File: src/rtl/bj_pkg.sv
package bj_pkg;

    localparam int XLEN = 32;
    localparam int ILEN = 32;
    localparam logic [XLEN-1:0] INSN_BYTES = XLEN'(4);

    localparam logic [6:0] OPC_BRANCH = 7'b1100011;
    localparam logic [6:0] OPC_JAL    = 7'b1101111;
    localparam logic [6:0] OPC_JALR   = 7'b1100111;

    localparam logic [2:0] CMP_EQ  = 3'b000;
    localparam logic [2:0] CMP_NE  = 3'b001;
    localparam logic [2:0] CMP_LT  = 3'b100;
    localparam logic [2:0] CMP_GE  = 3'b101;
    localparam logic [2:0] CMP_LTU = 3'b110;
    localparam logic [2:0] CMP_GEU = 3'b111;

    typedef enum logic [1:0] {
        XFER_NONE,
        XFER_BRANCH,
        XFER_JAL,
        XFER_JALR
    } xfer_kind_e;

    typedef struct packed {
        xfer_kind_e      kind;
        logic [2:0]      cond;
        logic [XLEN-1:0] imm;
    } xfer_dec_t;

    // funct3 values 010 and 011 carry no branch condition
    function automatic logic cond_known(input logic [2:0] f3);
        return f3[2] | ~f3[1];
    endfunction

    function automatic logic [XLEN-1:0] imm_b(input logic [ILEN-1:0] w);
        return {{(XLEN-12){w[31]}}, w[7], w[30:25], w[11:8], 1'b0};
    endfunction

    function automatic logic [XLEN-1:0] imm_j(input logic [ILEN-1:0] w);
        return {{(XLEN-20){w[31]}}, w[19:12], w[20], w[30:21], 1'b0};
    endfunction

    function automatic logic [XLEN-1:0] imm_i(input logic [ILEN-1:0] w);
        return {{(XLEN-11){w[31]}}, w[30:20]};
    endfunction

endpackage

File: src/rtl/bj_decode.sv
module bj_decode
    import bj_pkg::*;
(
    input  logic [ILEN-1:0] instr,
    output xfer_dec_t       dec
);

    logic [6:0] opcode;
    logic [2:0] funct3;

    assign opcode = instr[6:0];
    assign funct3 = instr[14:12];

    always_comb begin
        dec.kind = XFER_NONE;
        dec.cond = funct3;
        dec.imm  = '0;
        case (opcode)
            OPC_BRANCH: begin
                if (cond_known(funct3)) begin
                    dec.kind = XFER_BRANCH;
                    dec.imm  = imm_b(instr);
                end
            end
            OPC_JAL: begin
                dec.kind = XFER_JAL;
                dec.imm  = imm_j(instr);
            end
            OPC_JALR: begin
                dec.kind = XFER_JALR;
                dec.imm  = imm_i(instr);
            end
            default: ;
        endcase
    end

endmodule

File: src/rtl/bj_compare.sv
module bj_compare
    import bj_pkg::*;
#(
    parameter bit SHARED_SUB = 1'b1
) (
    input  logic [XLEN-1:0] a,
    input  logic [XLEN-1:0] b,
    input  logic [2:0]      cond,
    output logic            hit
);

    logic eq;
    logic lt_s;
    logic lt_u;

    assign eq = (a == b);

    generate
        if (SHARED_SUB) begin : g_shared
            logic [XLEN:0] diff;
            assign diff = {1'b0, a} - {1'b0, b};
            assign lt_u = diff[XLEN];
            // differing signs settle the signed order; equal signs reuse the borrow
            assign lt_s = (a[XLEN-1] ^ b[XLEN-1]) ? a[XLEN-1] : diff[XLEN];
        end else begin : g_split
            assign lt_u = (a < b);
            assign lt_s = ($signed(a) < $signed(b));
        end
    endgenerate

    always_comb begin
        case (cond)
            CMP_EQ:  hit = eq;
            CMP_NE:  hit = ~eq;
            CMP_LT:  hit = lt_s;
            CMP_GE:  hit = ~lt_s;
            CMP_LTU: hit = lt_u;
            CMP_GEU: hit = ~lt_u;
            default: hit = 1'b0;
        endcase
    end

endmodule

File: src/rtl/bj_target.sv
module bj_target
    import bj_pkg::*;
(
    input  logic [XLEN-1:0] pc,
    input  logic [XLEN-1:0] rs1,
    input  xfer_dec_t       dec,
    output logic [XLEN-1:0] target,
    output logic [XLEN-1:0] link
);

    logic            indirect;
    logic [XLEN-1:0] base;
    logic [XLEN-1:0] sum;

    assign indirect = (dec.kind == XFER_JALR);
    assign base     = indirect ? rs1 : pc;
    assign sum      = base + dec.imm;
    assign target   = {sum[XLEN-1:1], sum[0] & ~indirect};
    assign link     = pc + INSN_BYTES;

endmodule

File: src/rtl/bj_next_pc.sv
module bj_next_pc
    import bj_pkg::*;
#(
    parameter logic [31:0] RESET_VEC  = 32'h0000_0000,
    parameter bit          SHARED_SUB = 1'b1
) (
    input  logic        clk,
    input  logic        rst,
    input  logic        instr_valid_i,
    input  logic [31:0] instr_i,
    input  logic [31:0] rs1_i,
    input  logic [31:0] rs2_i,
    output logic [31:0] pc_o,
    output logic        taken_o,
    output logic [31:0] target_o,
    output logic [31:0] link_o,
    output logic        misalign_o,
    output logic        exc_valid_o,
    output logic [31:0] exc_pc_o
);

    xfer_dec_t       dec;
    logic            cond_hit;
    logic            taken;
    logic            misalign;
    logic [XLEN-1:0] target;
    logic [XLEN-1:0] link;
    logic [XLEN-1:0] pc_q;
    logic            exc_q;
    logic [XLEN-1:0] exc_pc_q;

    bj_decode u_decode (
        .instr (instr_i),
        .dec   (dec)
    );

    bj_compare #(.SHARED_SUB(SHARED_SUB)) u_compare (
        .a    (rs1_i),
        .b    (rs2_i),
        .cond (dec.cond),
        .hit  (cond_hit)
    );

    bj_target u_target (
        .pc     (pc_q),
        .rs1    (rs1_i),
        .dec    (dec),
        .target (target),
        .link   (link)
    );

    always_comb begin
        case (dec.kind)
            XFER_BRANCH:         taken = cond_hit;
            XFER_JAL, XFER_JALR: taken = 1'b1;
            default:             taken = 1'b0;
        endcase
    end

    assign misalign = taken & (target[1:0] != 2'b00);

    always_ff @(posedge clk) begin
        if (rst) begin
            pc_q     <= RESET_VEC;
            exc_q    <= 1'b0;
            exc_pc_q <= '0;
        end else begin
            exc_q <= instr_valid_i & misalign;
            if (instr_valid_i) begin
                if (misalign) begin
                    exc_pc_q <= pc_q;
                end else begin
                    pc_q <= taken ? target : link;
                end
            end
        end
    end

    assign pc_o        = pc_q;
    assign taken_o     = taken;
    assign target_o    = target;
    assign link_o      = link;
    assign misalign_o  = misalign;
    assign exc_valid_o = exc_q;
    assign exc_pc_o    = exc_pc_q;

endmodule

File: config.mk
export PLATFORM = sky130hd
export DESIGN_NAME = bj_next_pc
export DESIGN_NICKNAME = d
export VERILOG_FILES = /design/src/rtl/bj_pkg.sv /design/src/rtl/bj_decode.sv /design/src/rtl/bj_compare.sv /design/src/rtl/bj_target.sv /design/src/rtl/bj_next_pc.sv
export SDC_FILE = /design/constraint.sdc
export NUM_CORES = 1
export LEC_CHECK = 0
export ABC_AREA = 1
export ABC_CLOCK_PERIOD_IN_PS = 6700
export BUFFER_PORTS_ARGS = -buffer_cell sky130_fd_sc_hd__buf_2
export CORE_MARGIN = 2
export CORE_UTILIZATION = 40
export CTS_CLUSTER_DIAMETER = 60
export CTS_CLUSTER_SIZE = 40
export DETAILED_ROUTE_END_ITERATION = 7
export GPL_TIMING_DRIVEN = 1
export PLACE_DENSITY_LB_ADDON = 0.12
export SLEW_MARGIN = 5
export SYNTH_ARGS = -nofsm -noshare
export SYNTH_HDL_FRONTEND = slang
export SYNTH_HIERARCHICAL = 1
export SYNTH_SLANG_ARGS = --single-unit
File: constraint.sdc
create_clock -name clk -period 6.7 [get_ports clk]
set_input_delay 1.005 -clock clk [delete_from_list [all_inputs] [get_ports clk]]
set_output_delay 1.005 -clock clk [all_outputs]
set_load 0.01 [all_outputs]
==> results of run 1 <==
cells by family (layout without fill, tap and decap cells):
logic type               after synthesis  count (layout)
XOR/XNOR                              43              43
buffers and inverters                332             531
adder cells (fa/ha/maj)               68              68
AND/OR/NAND/NOR                      951             951
flip-flops                            65              65
AO/OA/AOI/OAI                         66              66
cells in the final DEF (no fill, tap or decap), types with 2 or more instances in the layout:
cell,netlist,routed
nand2_1,633,633
inv_1,277,277
buf_2,13,229
nor2_1,204,204
ha_1,67,67
dfxtp_1,65,65
nand3_1,61,60
a21oi_1,36,36
xor2_1,36,36
o21ai_0,22,22
nor3_1,19,19
nand4_1,12,12
clkbuf_16,0,9
nand2_2,7,7
xnor2_1,7,7
inv_2,5,5
buf_4,23,5
nand3_2,2,3
nor2_4,3,3
clkbuf_8,0,2
clkbuf_1,10,2
a21o_1,2,2
nor2_2,2,2
o21a_1,2,2
nand2_4,2,2
routing by layer:
layer,part of all wire (%),wire length (µm),vias to the layer above
li1,-,-,4913
met1,46,12700,4075
met2,45,12500,300
met3,7.0,1950,33
met4,2.2,611,0
met5,0,0,-
layout make-up:
cell class	instances	area, µm²
timing repair buffer	234	1180
tap	265	332
clock buffer	13	260
multi-input combinational	1128	5410
inverter	282	1060
sequential	65	1300
fill	2234	10100
clock inverter	2	37.5
worst paths after layout:
kind | start | to | slack (ns) | cells after the start
setup / recovery | instr_i[4] | target_o[16] | 0.94 | 22
hold / removal | exc_pc_o[21] | exc_pc_o[21] | 0.51 | 4
setup reg to reg | pc_o[0] | pc_o[26] | 3.60 | 13
hold reg to reg | exc_pc_o[21] | exc_pc_o[21] | 0.51 | 4
worst min-delay path, cell delays in order (launching register included):
cell     delay (ns)
dfxtp_1        0.30
inv_1          0.04
nand2_1        0.04
nand2_1        0.05
nor2_1         0.03
flip-flops by register name, summed over array words and instances (netlist names):
register / flops
exc_valid_o: 1
pc_o: 32
exc_pc_o: 32
power breakdown:
| group | leakage (nW) | switching, mW | total, mW | internal (mW) |
|---|---|---|---|---|
| Sequential | 0.530 | 0.0312 | 0.430 | 0.399 |
| Combinational | 5.56 | 0.186 | 0.304 | 0.117 |
| Clock | 0.142 | 0.176 | 0.483 | 0.307 |
| Total | 6.23 | 0.393 | 1.22 | 0.823 |
through the flow:
stage	hold slack [ns]	worst slack, ns	power, mW	instance area (µm²)
2_1_floorplan	0.513	1.86	0.612	8070
3_3_place_gp	0.494	1.05	0.741	9280
3_5_place_dp	0.495	0.941	0.743	9280
4_1_cts	0.506	0.945	1.22	9580
5_1_grt	0.531	0.586	1.28	9580
6_report	0.506	0.942	1.22	9580
==> impl_metrics.toml, run 1 <==
[outcome]
outcome = "finished, final reports clean"

[clock_tree]
clkSinkCount = 65
cts_setup_buffers = 0
cts_resized = 0
cts_tree = "yes"
hold_buffers = 0
clk_latency_ns = 0.34
clockBufferDepth = 2
cts-buffers-inserted = 9
cts_root_buf = "clkbuf_16"
clk_pin_slew_ns = 0.05
h-tree-depth = 3

[detailed_routing]
wire_per_inst_um = 13.9
vias_per_cell = 4.69
wl_um = 27700
vias = 9321
drc_errors = 0
drtPass1Iterations = 7
drtIter0Drc = 676
drtAntennaViolNets = 0

[setup_path]
cp_top_family = "simple AND/OR/NAND/NOR gates"
crit_buf_inv = 7
cp_slowest_cell = "nor3_4"
cp.arrival_ns = 4.75
critPathKind = "in2out"
crit_top_cell = "nand2_1"
cp-end-kind = "output port"
cp_max_fo = 20
crit_chain = "buf_2 -> inv_1 -> nand3_1 -> nor3_4 -> inv_1 -> nand2_1 -> nand2_1 -> inv_2 -> nand2_1 -> nand2_1 -> ha_1 -> inv_1 -> fa_1 -> inv_1 -> nand3_1 -> nand3_1 -> nand2_1 -> nand2_1 -> nand3_1 -> nand2_1 -> xor2_1 -> buf_2"
worstPathRequired_ns = 5.69
worstSetupStartpointType = "primary input"
max_stage_delay_ns = 0.43

[synthesis]
synthCells = 1525
synth_mux_area_share_pct = 0
yosysMostFrequentCell = "nand2_1"
yosys.area_share.simple_pct = 47.3
synthTopCellsByArea = "nand2_1 29%, dfxtp_1 16%, inv_1 13%, ha_1 10%, nor2_1 9.5%"
synth_top_family_by_area = "simple AND/OR/NAND/NOR gates"
seq_area_frac_synth_pct = 16.1
yosysWarnings = 6
synth_edf_count = 0
synthFlopType = "dfxtp_1"
synth_compound_area_share_pct = 4.34
syn_area_per_cell_um2 = 5.29
synth.top_cell.area_share_pct = 29.4
synthXorXnorAreaFrac_pct = 4.67
synth_cell_types = 36
synth_top_area_cell = "nand2_1"
syn_nets = 1692
async_flop_share_pct = 0
ys_seq_elements = 65
syn-cell-area_um2 = 8070
yosys-top-cells-count = "633 x nand2_1, 277 x inv_1, 204 x nor2_1, 67 x ha_1, 65 x dfxtp_1"
synthAdderAreaFrac_pct = 10.6

[layout]
diodes = 0
fin_cells = 1989
drive_above_1_share_pct = 16.0
nets = 1887
syn2layout_area_growth_pct = 18.6
final_core_util_pct = 48.7

[global_routing]
antenna_found_initial = 0
track_usage_pct = 25.7
grt_pass1_vias = 8622
use_met2_pct = 43.9
grt_overflow_total = 0
grt_pass1_wl_um = 44100
busiest_layer = "met2"
use_met3_pct = 3.75
use_met1_pct = 34.2
grt_max_degree = 63

[sta]
max_clock_freq_ghz = 0.174
slew-limit-headroom_pct = 23.5
rsz0062_at_grt = "false"
setup-tns-final_ns = 0
tightestPinTransition_ns = 1.14
finClkSkew_ns = 0.00585
setup_violations = 0
hold_viol = 0
period_minus_slack_ns = 5.76
finalCritPeriodShare_pct = 85.9
slew_viol_final = 0

[min_path]
min_path_type = "reg2reg"

[floorplan]
start_util_pct = 41.1
fp-row-count = 51
die_area_um2 = 21300
num_io_pins = 230
die_y_um = 146
dieWidth_um = 146
core_area_um2 = 19700

[pwr]
peakVddDrop_mv = 0.122
leakage_nw = 6.23
p_per_area_nw_per_um2 = 127

[placed_design]
io_buffer_count = 229
placed_cells = 1974
hpwlAfterDp_um = 22800
gp_congestion = 0.910

[flow_run]
cap_violations = 0
Power figures use the tool's default switching activity.
==> run 2, diff against run 1 <==
- CORE_UTILIZATION: 40 -> 59
- SLEW_MARGIN: 5 -> 20
==> run 2 against run 1 <==
Net effect: via count rose by 3.7%; fmax decreased by 0.76%; first-iteration DRC count up 28%; clock-buffer cell count fell by 3; critical endpoint unchanged; largest cell class unchanged.
==> impl_metrics.toml, run 2 (synthesized netlist as in run 1, its figures left out) <==
[pwr]
netSwitchingFraction_pct = 29.8
totalPowerFinal_mw = 1.32
p_clk_share_pct = 44.6
p_int_mw = 0.929
pwr-share-comb_pct = 22.9
leakage_nw = 6.27
peakVddDrop_mv = 0.154
seqPwrFrac_pct = 32.5
p_per_area_nw_per_um2 = 139
p_sw_mw = 0.394

[sta]
rsz0062_at_grt = "false"
finClkSkew_ns = 0.00653
finalCritPeriodShare_pct = 86.6
tightestPinTransition_ns = 1.06
period_minus_slack_ns = 5.80
worst_slack_ns = 0.898
max_clock_freq_ghz = 0.172
hold_viol = 0
slew_viol_final = 0
slew-limit-headroom_pct = 29.3
setup-tns-final_ns = 0
setup_violations = 0

[layout]
final_core_util_pct = 71.7
final_common_cell = "nand2_1"
nets = 1885
diodes = 0
syn2layout_area_growth_pct = 18.1
fin_cells = 1899
seqCellArea_um2 = 1300
drive_above_1_share_pct = 16.1
final_cell_mix = "633 x nand2_1, 277 x inv_1, 229 x buf_2"
fill_cells = 1226
multiInputGateArea_um2 = 5410

[global_routing]
grt_pass1_vias = 8847
grt_overflow_total = 0
grt_max_degree = 63
track_usage_pct = 35.1
grt_pass1_wl_um = 41300
antenna_found_initial = 0

[clock_tree]
cts-buffers-inserted = 9
cts_tree = "yes"
h-tree-depth = 3
cts_root_buf = "clkbuf_16"
clk_latency_ns = 0.34
cts_resized = 0
cts_setup_buffers = 0
clkSinkCount = 65
hold_buffers = 0
clk_pin_slew_ns = 0.05
clockBufferDepth = 2

[setup_path]
worstPathRequired_ns = 5.69
cp-end-kind = "output port"
crit_start = "instr_i[3]"
r2r_start = "pc_o[0]"
rrSetupSlack_ns = 3.78
critPathKind = "in2out"
cp_top_family = "simple AND/OR/NAND/NOR gates"
cp_max_fo = 20
cp_slowest_cell = "fa_1"
crit_top_cell = "nand2_1"
crit_chain = "buf_2 -> nor2_1 -> nand2_2 -> nor3_4 -> inv_1 -> nand2_1 -> nand2_1 -> inv_2 -> nand2_1 -> nand2_1 -> ha_1 -> inv_1 -> fa_1 -> inv_1 -> nand3_1 -> nand3_1 -> nand2_1 -> nand2_1 -> nand3_1 -> nand2_1 -> xor2_1 -> buf_2"
worstSetupStartpointType = "primary input"
max_stage_delay_ns = 0.42
crit_buf_inv = 6
cp.arrival_ns = 4.80

[outcome]
outcome = "finished, final reports clean"

[min_path]
min_path_type = "reg2reg"
hp-start = "exc_pc_o[17]"

[flow_run]
cap_violations = 0

[detailed_routing]
wire_per_inst_um = 13.6
vias_per_cell = 5.09
dr_wl_met3_um = 2390
drtAntennaViolNets = 0
drt-met1-wl_um = 10700
dr_wl_met2_um = 11600
drc_errors = 0
drtPass1Iterations = 7
vias = 9670
maxUsedRoutingLayer = "met4"
drtIter0Drc = 865
wl_um = 25800

[floorplan]
die_area_um2 = 14600
fp-row-count = 42
die_y_um = 121
num_io_pins = 230
core_area_um2 = 13300
start_util_pct = 60.7
dieWidth_um = 121

[placed_design]
io_buffer_count = 229
hpwlAfterDp_um = 20700
dpl_worst_slack_ns = 1.06
gp_congestion = 0.981
placed_cells = 1883
==> run 2: changes by cell type in the layout (fill, tap and decap cells not counted), sizes merged <==
cell	change
clkinvlp	-1
clkinv	+1
inv	+1
clkbuf	-3
buf	-2
bufinv	+3
==> run 2: power by group through the flow <==
stage          sequential (mW)  clock [mW]  combinational, mW
3_5_place_dp             0.437           0              0.298
3_3_place_gp             0.437           0              0.294
6_report                 0.430       0.590              0.302
2_1_floorplan            0.430           0              0.182
4_1_cts                  0.429       0.593              0.300
5_1_grt                  0.431       0.605              0.340
==> run 2: cell type report <==
cell class	count	share of cell area, %
sequential	65	13.6
clock inverter	6	1.44
multi-input combinational	1128	56.7
inverter	282	11.1
tap	176	2.31
clock buffer	10	2.51
timing repair buffer	232	12.3
==> run 2: worst paths after layout <==
| kind | depth (start not counted) | to |
|---|---|---|
| max | 22 | target_o[16] |
| min | 4 | exc_pc_o[17] |
| max reg2reg | 17 | pc_o[16] |
| min reg2reg | 4 | exc_pc_o[17] |
==> run 2: metal layers <==
| metal | vias to the layer above | GRT usage [%] |
|---|---|---|
| met5 | - | 0 |
| met4 | 0 | 14.8 |
| met3 | 72 | 4.09 |
| met2 | 467 | 59.9 |
| li1 | 4917 | - |
| met1 | 4214 | 44.5 |
==> run 2: worst register-to-register path: stages (launching register included) <==
cell	delay [ns]
dfxtp_1	0.49
nand2_1	0.09
nand2_1	0.12
ha_1	0.20
inv_1	0.07
fa_1	0.42
inv_1	0.13
nand3_1	0.08
nand3_1	0.15
nand2_1	0.07
nand2_1	0.14
nand3_1	0.09
nand2_1	0.08
xor2_1	0.30
nand2_1	0.14
nand2_1	0.12
nor2_1	0.04
nor2_1	0.12
==> run 2: per-stage QoR <==
| stage | area [µm²] | hold slack [ns] |
|---|---|---|
| floorplan | 8070 | 0.513 |
| CTS | 9530 | 0.506 |
| finish | 9540 | 0.505 |
| global route | 9540 | 0.543 |
| global placement | 9150 | 0.495 |
| detailed placement | 9150 | 0.495 |
